**src/rtl/fpm_pkg.sv**
```systemverilog
package fpm_pkg;

    typedef enum logic [1:0] {
        CLS_ZERO = 2'b00,
        CLS_NORM = 2'b01,
        CLS_INF  = 2'b10,
        CLS_NAN  = 2'b11
    } cls_t;

endpackage

```
**src/rtl/fpm_sig_round.sv**
```systemverilog
module fpm_sig_round #(
    parameter int FRAC_W = 23
) (
    input  logic [FRAC_W-1:0] frac_a,
    input  logic [FRAC_W-1:0] frac_b,
    output logic [FRAC_W-1:0] frac_out,
    output logic              norm_up,
    output logic              rnd_carry
);
    localparam int SW = FRAC_W + 1;
    localparam int PW = 2 * SW;

    logic [PW-1:0]     prod;
    logic [PW-2:0]     aligned;
    logic [FRAC_W-1:0] kept;
    logic              guard_bit;
    logic              sticky_bit;
    logic              bump;
    logic [FRAC_W:0]   rounded;

    always_comb begin
        prod       = {1'b1, frac_a} * {1'b1, frac_b};
        norm_up    = prod[PW-1];
        aligned    = norm_up ? prod[PW-2:0] : {prod[PW-3:0], 1'b0};
        kept       = aligned[PW-2 -: FRAC_W];
        guard_bit  = aligned[PW-2-FRAC_W];
        sticky_bit = |aligned[PW-3-FRAC_W:0];
        bump       = guard_bit & (sticky_bit | kept[0]);
        rounded    = {1'b0, kept} + {{FRAC_W{1'b0}}, bump};
        rnd_carry  = rounded[FRAC_W];
        frac_out   = rounded[FRAC_W-1:0];
    end

endmodule

```
**src/rtl/fpm_cls_resolve.sv**
```systemverilog
module fpm_cls_resolve
    import fpm_pkg::*;
(
    input  logic [1:0] cls_a,
    input  logic [1:0] cls_b,
    input  logic       too_big,
    input  logic       too_small,
    output logic [1:0] cls_out
);
    logic any_nan, any_inf, any_zero;

    always_comb begin
        any_nan  = (cls_a == CLS_NAN)  || (cls_b == CLS_NAN);
        any_inf  = (cls_a == CLS_INF)  || (cls_b == CLS_INF);
        any_zero = (cls_a == CLS_ZERO) || (cls_b == CLS_ZERO);
        if (any_nan || (any_inf && any_zero)) cls_out = CLS_NAN;
        else if (any_inf)                     cls_out = CLS_INF;
        else if (any_zero)                    cls_out = CLS_ZERO;
        else if (too_big)                     cls_out = CLS_INF;
        else if (too_small)                   cls_out = CLS_ZERO;
        else                                  cls_out = CLS_NORM;
    end

endmodule

```
**src/rtl/fpm_pipe.sv**
```systemverilog
module fpm_pipe #(
    parameter int W   = 34,
    parameter int LAT = 3
) (
    input  logic         clk,
    input  logic         rst_n,
    input  logic         in_v,
    input  logic [W-1:0] in_d,
    output logic         out_v,
    output logic [W-1:0] out_d
);
    logic         vq [LAT];
    logic [W-1:0] dq [LAT];

    always_ff @(posedge clk or negedge rst_n) begin
        if (!rst_n) begin
            for (int i = 0; i < LAT; i++) vq[i] <= 1'b0;
        end else begin
            vq[0] <= in_v;
            for (int i = 1; i < LAT; i++) vq[i] <= vq[i-1];
        end
    end

    always_ff @(posedge clk) begin
        dq[0] <= in_d;
        for (int i = 1; i < LAT; i++) dq[i] <= dq[i-1];
    end

    assign out_v = vq[LAT-1];
    assign out_d = dq[LAT-1];

endmodule

```
**src/rtl/fpmul_custom.sv**
```systemverilog
module fpmul_custom
    import fpm_pkg::*;
#(
    parameter int EXP_W  = 8,
    parameter int FRAC_W = 23,
    parameter int LAT    = 3
) (
    input  logic                        clk,
    input  logic                        rst_n,
    input  logic                        in_valid,
    input  logic [3+EXP_W+FRAC_W-1:0]   in_a,
    input  logic [3+EXP_W+FRAC_W-1:0]   in_b,
    output logic                        out_valid,
    output logic [3+EXP_W+FRAC_W-1:0]   out_res
);
    localparam int W    = 3 + EXP_W + FRAC_W;
    localparam int XW   = EXP_W + 3;
    localparam int BIAS = 2 ** (EXP_W - 1) - 1;
    localparam int EMAX = 2 ** EXP_W - 1;

    logic [1:0]        cls_a, cls_b, cls_r;
    logic              sgn_r;
    logic [EXP_W-1:0]  exp_a, exp_b;
    logic [FRAC_W-1:0] frac_a, frac_b, frac_r;
    logic              norm_up, rnd_carry;
    logic signed [XW-1:0] exp_full;
    logic              too_big, too_small;
    logic [W-1:0]      word_r;

    assign {cls_a, exp_a, frac_a} = {in_a[W-1 -: 2], in_a[EXP_W+FRAC_W-1:0]};
    assign {cls_b, exp_b, frac_b} = {in_b[W-1 -: 2], in_b[EXP_W+FRAC_W-1:0]};
    assign sgn_r = in_a[W-3] ^ in_b[W-3];

    fpm_sig_round #(.FRAC_W(FRAC_W)) u_sig (
        .frac_a   (frac_a),
        .frac_b   (frac_b),
        .frac_out (frac_r),
        .norm_up  (norm_up),
        .rnd_carry(rnd_carry)
    );

    always_comb begin
        exp_full  = $signed({3'b000, exp_a}) + $signed({3'b000, exp_b})
                  - $signed(XW'(BIAS))
                  + $signed({{(XW-1){1'b0}}, norm_up})
                  + $signed({{(XW-1){1'b0}}, rnd_carry});
        too_big   = exp_full > $signed(XW'(EMAX));
        too_small = exp_full[XW-1];
    end

    fpm_cls_resolve u_cls (
        .cls_a    (cls_a),
        .cls_b    (cls_b),
        .too_big  (too_big),
        .too_small(too_small),
        .cls_out  (cls_r)
    );

    always_comb begin
        if (cls_r == CLS_NORM)
            word_r = {cls_r, sgn_r, exp_full[EXP_W-1:0], frac_r};
        else
            word_r = {cls_r, sgn_r, {(EXP_W+FRAC_W){1'b0}}};
    end

    fpm_pipe #(.W(W), .LAT(LAT)) u_pipe (
        .clk  (clk),
        .rst_n(rst_n),
        .in_v (in_valid),
        .in_d (word_r),
        .out_v(out_valid),
        .out_d(out_res)
    );

endmodule

```
**config.mk**
```make
export PLATFORM = sky130hd
export DESIGN_NAME = fpmul_custom
export DESIGN_NICKNAME = d
export VERILOG_FILES = /design/src/rtl/fpm_pkg.sv /design/src/rtl/fpm_sig_round.sv /design/src/rtl/fpm_cls_resolve.sv /design/src/rtl/fpm_pipe.sv /design/src/rtl/fpmul_custom.sv
export SDC_FILE = /design/constraint.sdc
export NUM_CORES = 2
export LEC_CHECK = 0
export ABC_AREA = 0
export BUFFER_PORTS_ARGS = -buffer_cell sky130_fd_sc_hd__buf_2
export CORE_MARGIN = 2
export CORE_UTILIZATION = 40
export CTS_BUF_LIST = sky130_fd_sc_hd__clkbuf_4
export CTS_CLUSTER_DIAMETER = 60
export DETAILED_ROUTE_END_ITERATION = 10
export HOLD_SLACK_MARGIN = 0.02
export REMOVE_ABC_BUFFERS = 1
export SYNTH_ARGS = -nofsm -noshare
export SYNTH_HDL_FRONTEND = slang
export SYNTH_SLANG_ARGS = --single-unit
```
**constraint.sdc**
```tcl
create_clock -name clk -period 0.8 [get_ports clk]
set_input_delay 0.04 -clock clk [delete_from_list [all_inputs] [get_ports clk]]
set_output_delay 0.04 -clock clk [all_outputs]
set_load 0.1 [all_outputs]
```
### Word level (Yosys, flattened, before mapping)

Memories as Yosys holds them, arrays and structs flattened.
Index checks and enable logic that the tools add are counted.

* memory bits (writable): 102
* output and inout bits: 35
* logic and storage cells: 34
* memories kept: 1
* input port bits: 71
* register bits after elaboration: 3

* reductions and logical operators: 8
* $add $sub $neg: 5
* bitwise gates (word level): 3
* multipliers: 1
* equality and inequality tests: 5
* muxes and demuxes: 7
* $lt $le $gt $ge: 1

Memory list
* u_pipe.dq: words 3, bits a word 34, read ports 3, clocked after memory_dff 0, wr ports 3, RTL line fpm_pipe.sv:13 `logic [W-1:0] dq [LAT];`

Operators by type and width (number)
* 24-bit by 24-bit multiplier with 48-bit output: 1
* 47-bit two-way mux: 1
* 31-bit two-way mux: 1
* 23-bit by 1-bit adder with 24-bit output: 1
* 23-bit OR reduction: 1
* 10-bit by 2-bit adder with 11-bit output: 1
* 11-bit by 2-bit adder with 11-bit output: 1
* 11-bit by 9-bit > comparator with 1-bit output, second input constant: 1
* 9-bit by 7-bit subtractor with 10-bit output, second input constant: 1
* 8-bit by 8-bit adder with 9-bit output: 1
* 2-bit equality test, second input constant: 4
* 2-bit two-way mux: 4
* 2-bit zero test: 2
* 1-bit logical OR: 4
* 2-bit by 1-bit equality test with 1-bit output, second input constant: 1
* 1-bit AND: 1
* 1-bit logical AND: 1
* 1-bit two-way mux: 1
* 1-bit bitwise OR: 1
* 1-bit XOR: 1

### Depth between registers and ports, before layout

* depth after elaboration: 14
* mapped depth: 44

### By module

A second synthesis with hierarchy kept.

* cells, all modules: 2695
* area total of the unflattened synthesis: 24054.3 um^2

Modules (own cells, without submodules)
* fpm_sig_round: cells an instance 2435, area an instance 20757.4 um^2, instances 1
* fpm_pipe: cells an instance 139, area an instance 2372.3 um^2, instances 1
* fpmul_custom: cells an instance 116, area an instance 875.8 um^2, instances 1
* fpm_cls_resolve: cells an instance 5, area an instance 48.8 um^2, instances 1

### Worst setup path after synthesis

OpenSTA, ideal clock, no wires.

* path type: input port to flip-flop
* start point: input in_b[12]
* end point: memory u_pipe.dq[0][11]
* data required time: 730 ps
* arrival: 9541 ps
* path buffers: 4
* cell stages on the path: 40
* slack: -8811 ps
* cells stage by stage: clkbuf_1 -> clkbuf_1 -> nand2_1 -> fa_1 -> inv_1 -> fa_1 -> inv_1 -> fa_1 -> inv_1 -> fa_1 -> fa_1 -> fa_1 -> inv_1 -> fa_1 -> inv_1 -> ha_1 -> buf_2 -> nand2_1 -> [4 not listed] -> xor2_1 -> nand2_1 -> nor4_1 -> nand2_1 -> nand4bb_1 -> fa_1 -> inv_1 -> ha_1 -> nand3b_1 -> or4_1 -> nor2_1 -> a21boi_1 -> a2111oi_2 -> nand3_1 -> buf_2 -> a311oi_1 -> a41oi_1 -> a21oi_1

RTL lines
* from (decl): RTL line fpmul_custom.sv:12 `input logic [3+EXP_W+FRAC_W-1:0] in_b,`
* to (decl): RTL line fpm_pipe.sv:13

==> results.md <==
Critical path:
- The biggest cell delay along the critical path is about 520 ps.
- The most repeated library cell on the critical path is sky130_fd_sc_hd__fa_1.
- The maximum fanout along the worst path is 7.
- The critical path is of the in -> reg type.
- The type of destination of the critical path is a flip-flop.
- Data on the critical path arrives at its endpoint at 9350 ps.
- STA puts the critical path data required time at about 1100 ps.
- The slowest cell on the critical path is sky130_fd_sc_hd__fa_1.
- The startpoint type of the worst setup path is a primary input.

Synth:
- The Yosys step of the flow raised 0 warnings.
- After synthesis the netlist holds a flip-flop and latch count of roughly 110.
- Averaged over all synthesized cells, the footprint is 8.87 um^2.
- After synthesis, the cell types taking the most area are sky130_fd_sc_hd__fa_1 (41%), sky130_fd_sc_hd__ha_1 (10%), sky130_fd_sc_hd__inv_1 (9.6%), sky130_fd_sc_hd__dfxtp_1 (8.7%), sky130_fd_sc_hd__and2_1 (6.5%).
- The number of flops mapped to enable cells by yosys is 0.
- The biggest area contributor in the post-synthesis netlist is sky130_fd_sc_hd__fa_1.
- The area share of the largest cell type after synthesis is 0.411.
- The count of unique library cells instantiated by Yosys is 86.
- The most frequently used flop master after synthesis is sky130_fd_sc_hd__dfxtp_1.
- The netlist area before placement is 23600 um^2.
- The number of standard cells after synthesis is 2655.
- Counting flops with an async set or reset pin after synthesis yields a share of 0.0286.
- The portion of the post-synthesis area used by sequential elements is 0.0899.

Placed design:
- Detailed placement finished with a half-perimeter wire length of approximately 56000 um.
- The congestion estimate from routability-driven global placement came to 0.963.
- Input and output buffers added on the ports amount to 105.

Floorplanning:
- The area enclosed by the die boundary is 60800 um^2.
- Measured along the x axis, the die boundary spans between 200 and 250 um.
- The vertical die dimension is between 200 and 250 um.
- The number of rows created at floorplan is a little under 90.
- The area inside the core boundary is 57900 um^2.
- The total I/O pin count is approximately 110.
- The initial utilization of the core area, before any placement, comes to 0.407.

STA:
- Setup violations remaining at the end of the flow were counted as 68.
- The number of hold-slack violations in the final timing report is 0.
- The actual slew at the worst max-slew pin is 574 ps.
- After layout, the worst setup slack is -8210 ps.
- The highest clock rate is 0.111 GHz.
- Setup repair after global routing could not meet its margin everywhere.
- The worst slack on hold paths is ~100 ps.
- The post-route minimum period is 9010 ps.
- The max-slew violation count is 0.
- Of the available clock period, the critical path in the final layout requires 11.3.
- The worst clock skew on the final layout is 8.84 ps.
- Measured against its own limit, the worst slew margin works out to 0.612.

Finish:
- At the end of the flow, the number of nets in the layout was 3857.
- The repair_antennas step left the layout with diodes totalling 0.
- The area growth from synthesis to layout is 28.8%.
- The share of post-route cells with drive strength above 1 is 0.263.
- Leaving out fill and tap cells, the most frequent cells in the layout are sky130_fd_sc_hd__inv_1 (587), sky130_fd_sc_hd__fa_1 (470), sky130_fd_sc_hd__buf_4 (446).
- The leading cell type in the layout, fill and taps excluded is sky130_fd_sc_hd__inv_1.

Flow run:
- Max-cap violations in this run came to 0.

Clocking:
- The clock transition at the registers of the reported paths is around 140 ps.
- The clock reaches the later pin of the worst-skew pair after 440 ps.
- The H-tree generated during clock tree synthesis spans 3 levels.
- The number of clock buffers added by TritonCTS is 9.
- The clock passes through at most 2 buffers.
- TritonCTS built the clock tree.
- The cell sitting at the root of the clock tree is a sky130_fd_sc_hd__clkbuf_4.
- For this design, the sink count on the clock tree is about 110.

Route:
- In the routed design, unresolved DRC markers number 0.
- The average wire per cell in the routed design is 16.8 um.
- The first detailed-routing pass ran for 5 iterations.
- The count of nets left with antenna violations once routing finished came out at 0.
- The violation count after the first detailed-routing iteration is 800.
- For this block, the routed nets add up to approximately 65000 um of wire.
- The total via count after detailed routing is 19000.
- The via count normalized by instance count is 4.88.

GRT:
- The first global-routing pass estimated about 110000 um of wire.
- The via count of the first global-routing pass is 20900.
- The all-layer global routing usage is 0.219.
- Global routing finished with a remaining overflow of 0.
- The largest net degree at the start of global routing is 20.
- The initial antenna violation count is 0.

Run status:
- The run finished, with violations left.
- The checks that failed: negative setup slack.

Min path:
- The tightest min-delay check is of the in -> reg type.
[worst paths after layout]
kind	startpoint	to	slack [ps]	cells past startpoint
max	in_b[5]	u_pipe.dq[0][21]	-8210	43
min	in_a[33]	u_pipe.dq[0][24]	100	4
max reg2reg	u_pipe.vq[2]	u_pipe.vq[1]	290	0
min reg2reg	u_pipe.dq[0][35]	u_pipe.dq[0][69]	340	0
max in group asynchronous	rst_n	u_pipe.vq[2]	180	3
min in group asynchronous	rst_n	u_pipe.vq[1]	470	3
[registers in the layout, indices dropped and copies added (netlist names)]
signal,count
u_pipe.dq,102
u_pipe.vq,2
u_pipe.out_v,1
[cells in the mapped netlist, drive strengths merged, types with 8 or more instances]
cell and count:
buf 58, and2 246, dfxtp 102, mux2i 10
nor3 21, fa 484, inv 604, nand4 23
clkbuf 95, ha 190, nand2 335, and3 11
nor2 101, a21oi 59, a211oi 13, o21bai 8
nand3 22, a31oi 12, o21ai 50, xnor2 41
nor4 13, o211ai 11, a21o 18, xor2 29
[through the flow]
step / instance area (um^2) / setup slack (ps) / util / std cells / TNS (ps)
5_1_grt: 30300 / -8590 / 0.524 / 3882 / -287950
3_3_place_gp: 28200 / -9170 / 0.488 / 3797 / -296910
6_report: 30300 / -8210 / 0.524 / 3882 / -273590
3_5_place_dp: 28200 / -9350 / 0.488 / 3797 / -301730
4_1_cts: 29900 / -8070 / 0.516 / 3867 / -270900
2_1_floorplan: 22800 / -9410 / - / 2502 / -304610
[cells by family after synthesis]
group                      synth area share
adders and majority gates             0.512
buffers and inverters                 0.128
muxes                               0.00568
DFF                                  0.0899
xor gates and xnor gates             0.0267
and+or+nand+nor                       0.172
AOI/OAI and AO/OA                    0.0651
[critical path: cells and delay by family]
| family | cells | cell delay [ps] |
|---|---|---|
| adders and majority gates | 10 | 4270 |
| and+or+nand+nor | 15 | 2630 |
| buffers and inverters | 14 | 1480 |
| AOI/OAI and AO/OA | 3 | 670 |
| muxes | 1 | 270 |
[final cells by class]
type | instances | area, um^2
inverter | 607 | 2300
sequential | 105 | 2160
multi-input combinational | 1790 | 19200
fill | 5299 | 27600
clock buffer | 9 | 67.6
tap | 765 | 957
timing repair buffer | 599 | 5510
clock inverter | 7 | 92.6
[per-layer routing]
| metal | vias to the layer above | wire, um | track usage |
|---|---|---|---|
| met3 | 123 | 3090 | 0.0280 |
| met2 | 450 | 31200 | 0.379 |
| met5 | - | 0 | 0 |
| met4 | 0 | 2510 | 0.0718 |
| li1 | 8858 | - | - |
| met1 | 9532 | 28300 | 0.282 |
[what timing repair did]
action / CTS / global route
hold endpoints to repair: 8 / 0
gates resized for setup: 262 / 64
pin swaps: 121 / 25
cloned: 5 / 4
hold buffers: 9 / 0
setup endpoints to repair: 68 / 68
buffers inserted: 46 / 12
Power is left out: the tool's default activity adds up to more than one toggle a clock period on the data nets, which glitch-free logic cannot reach.
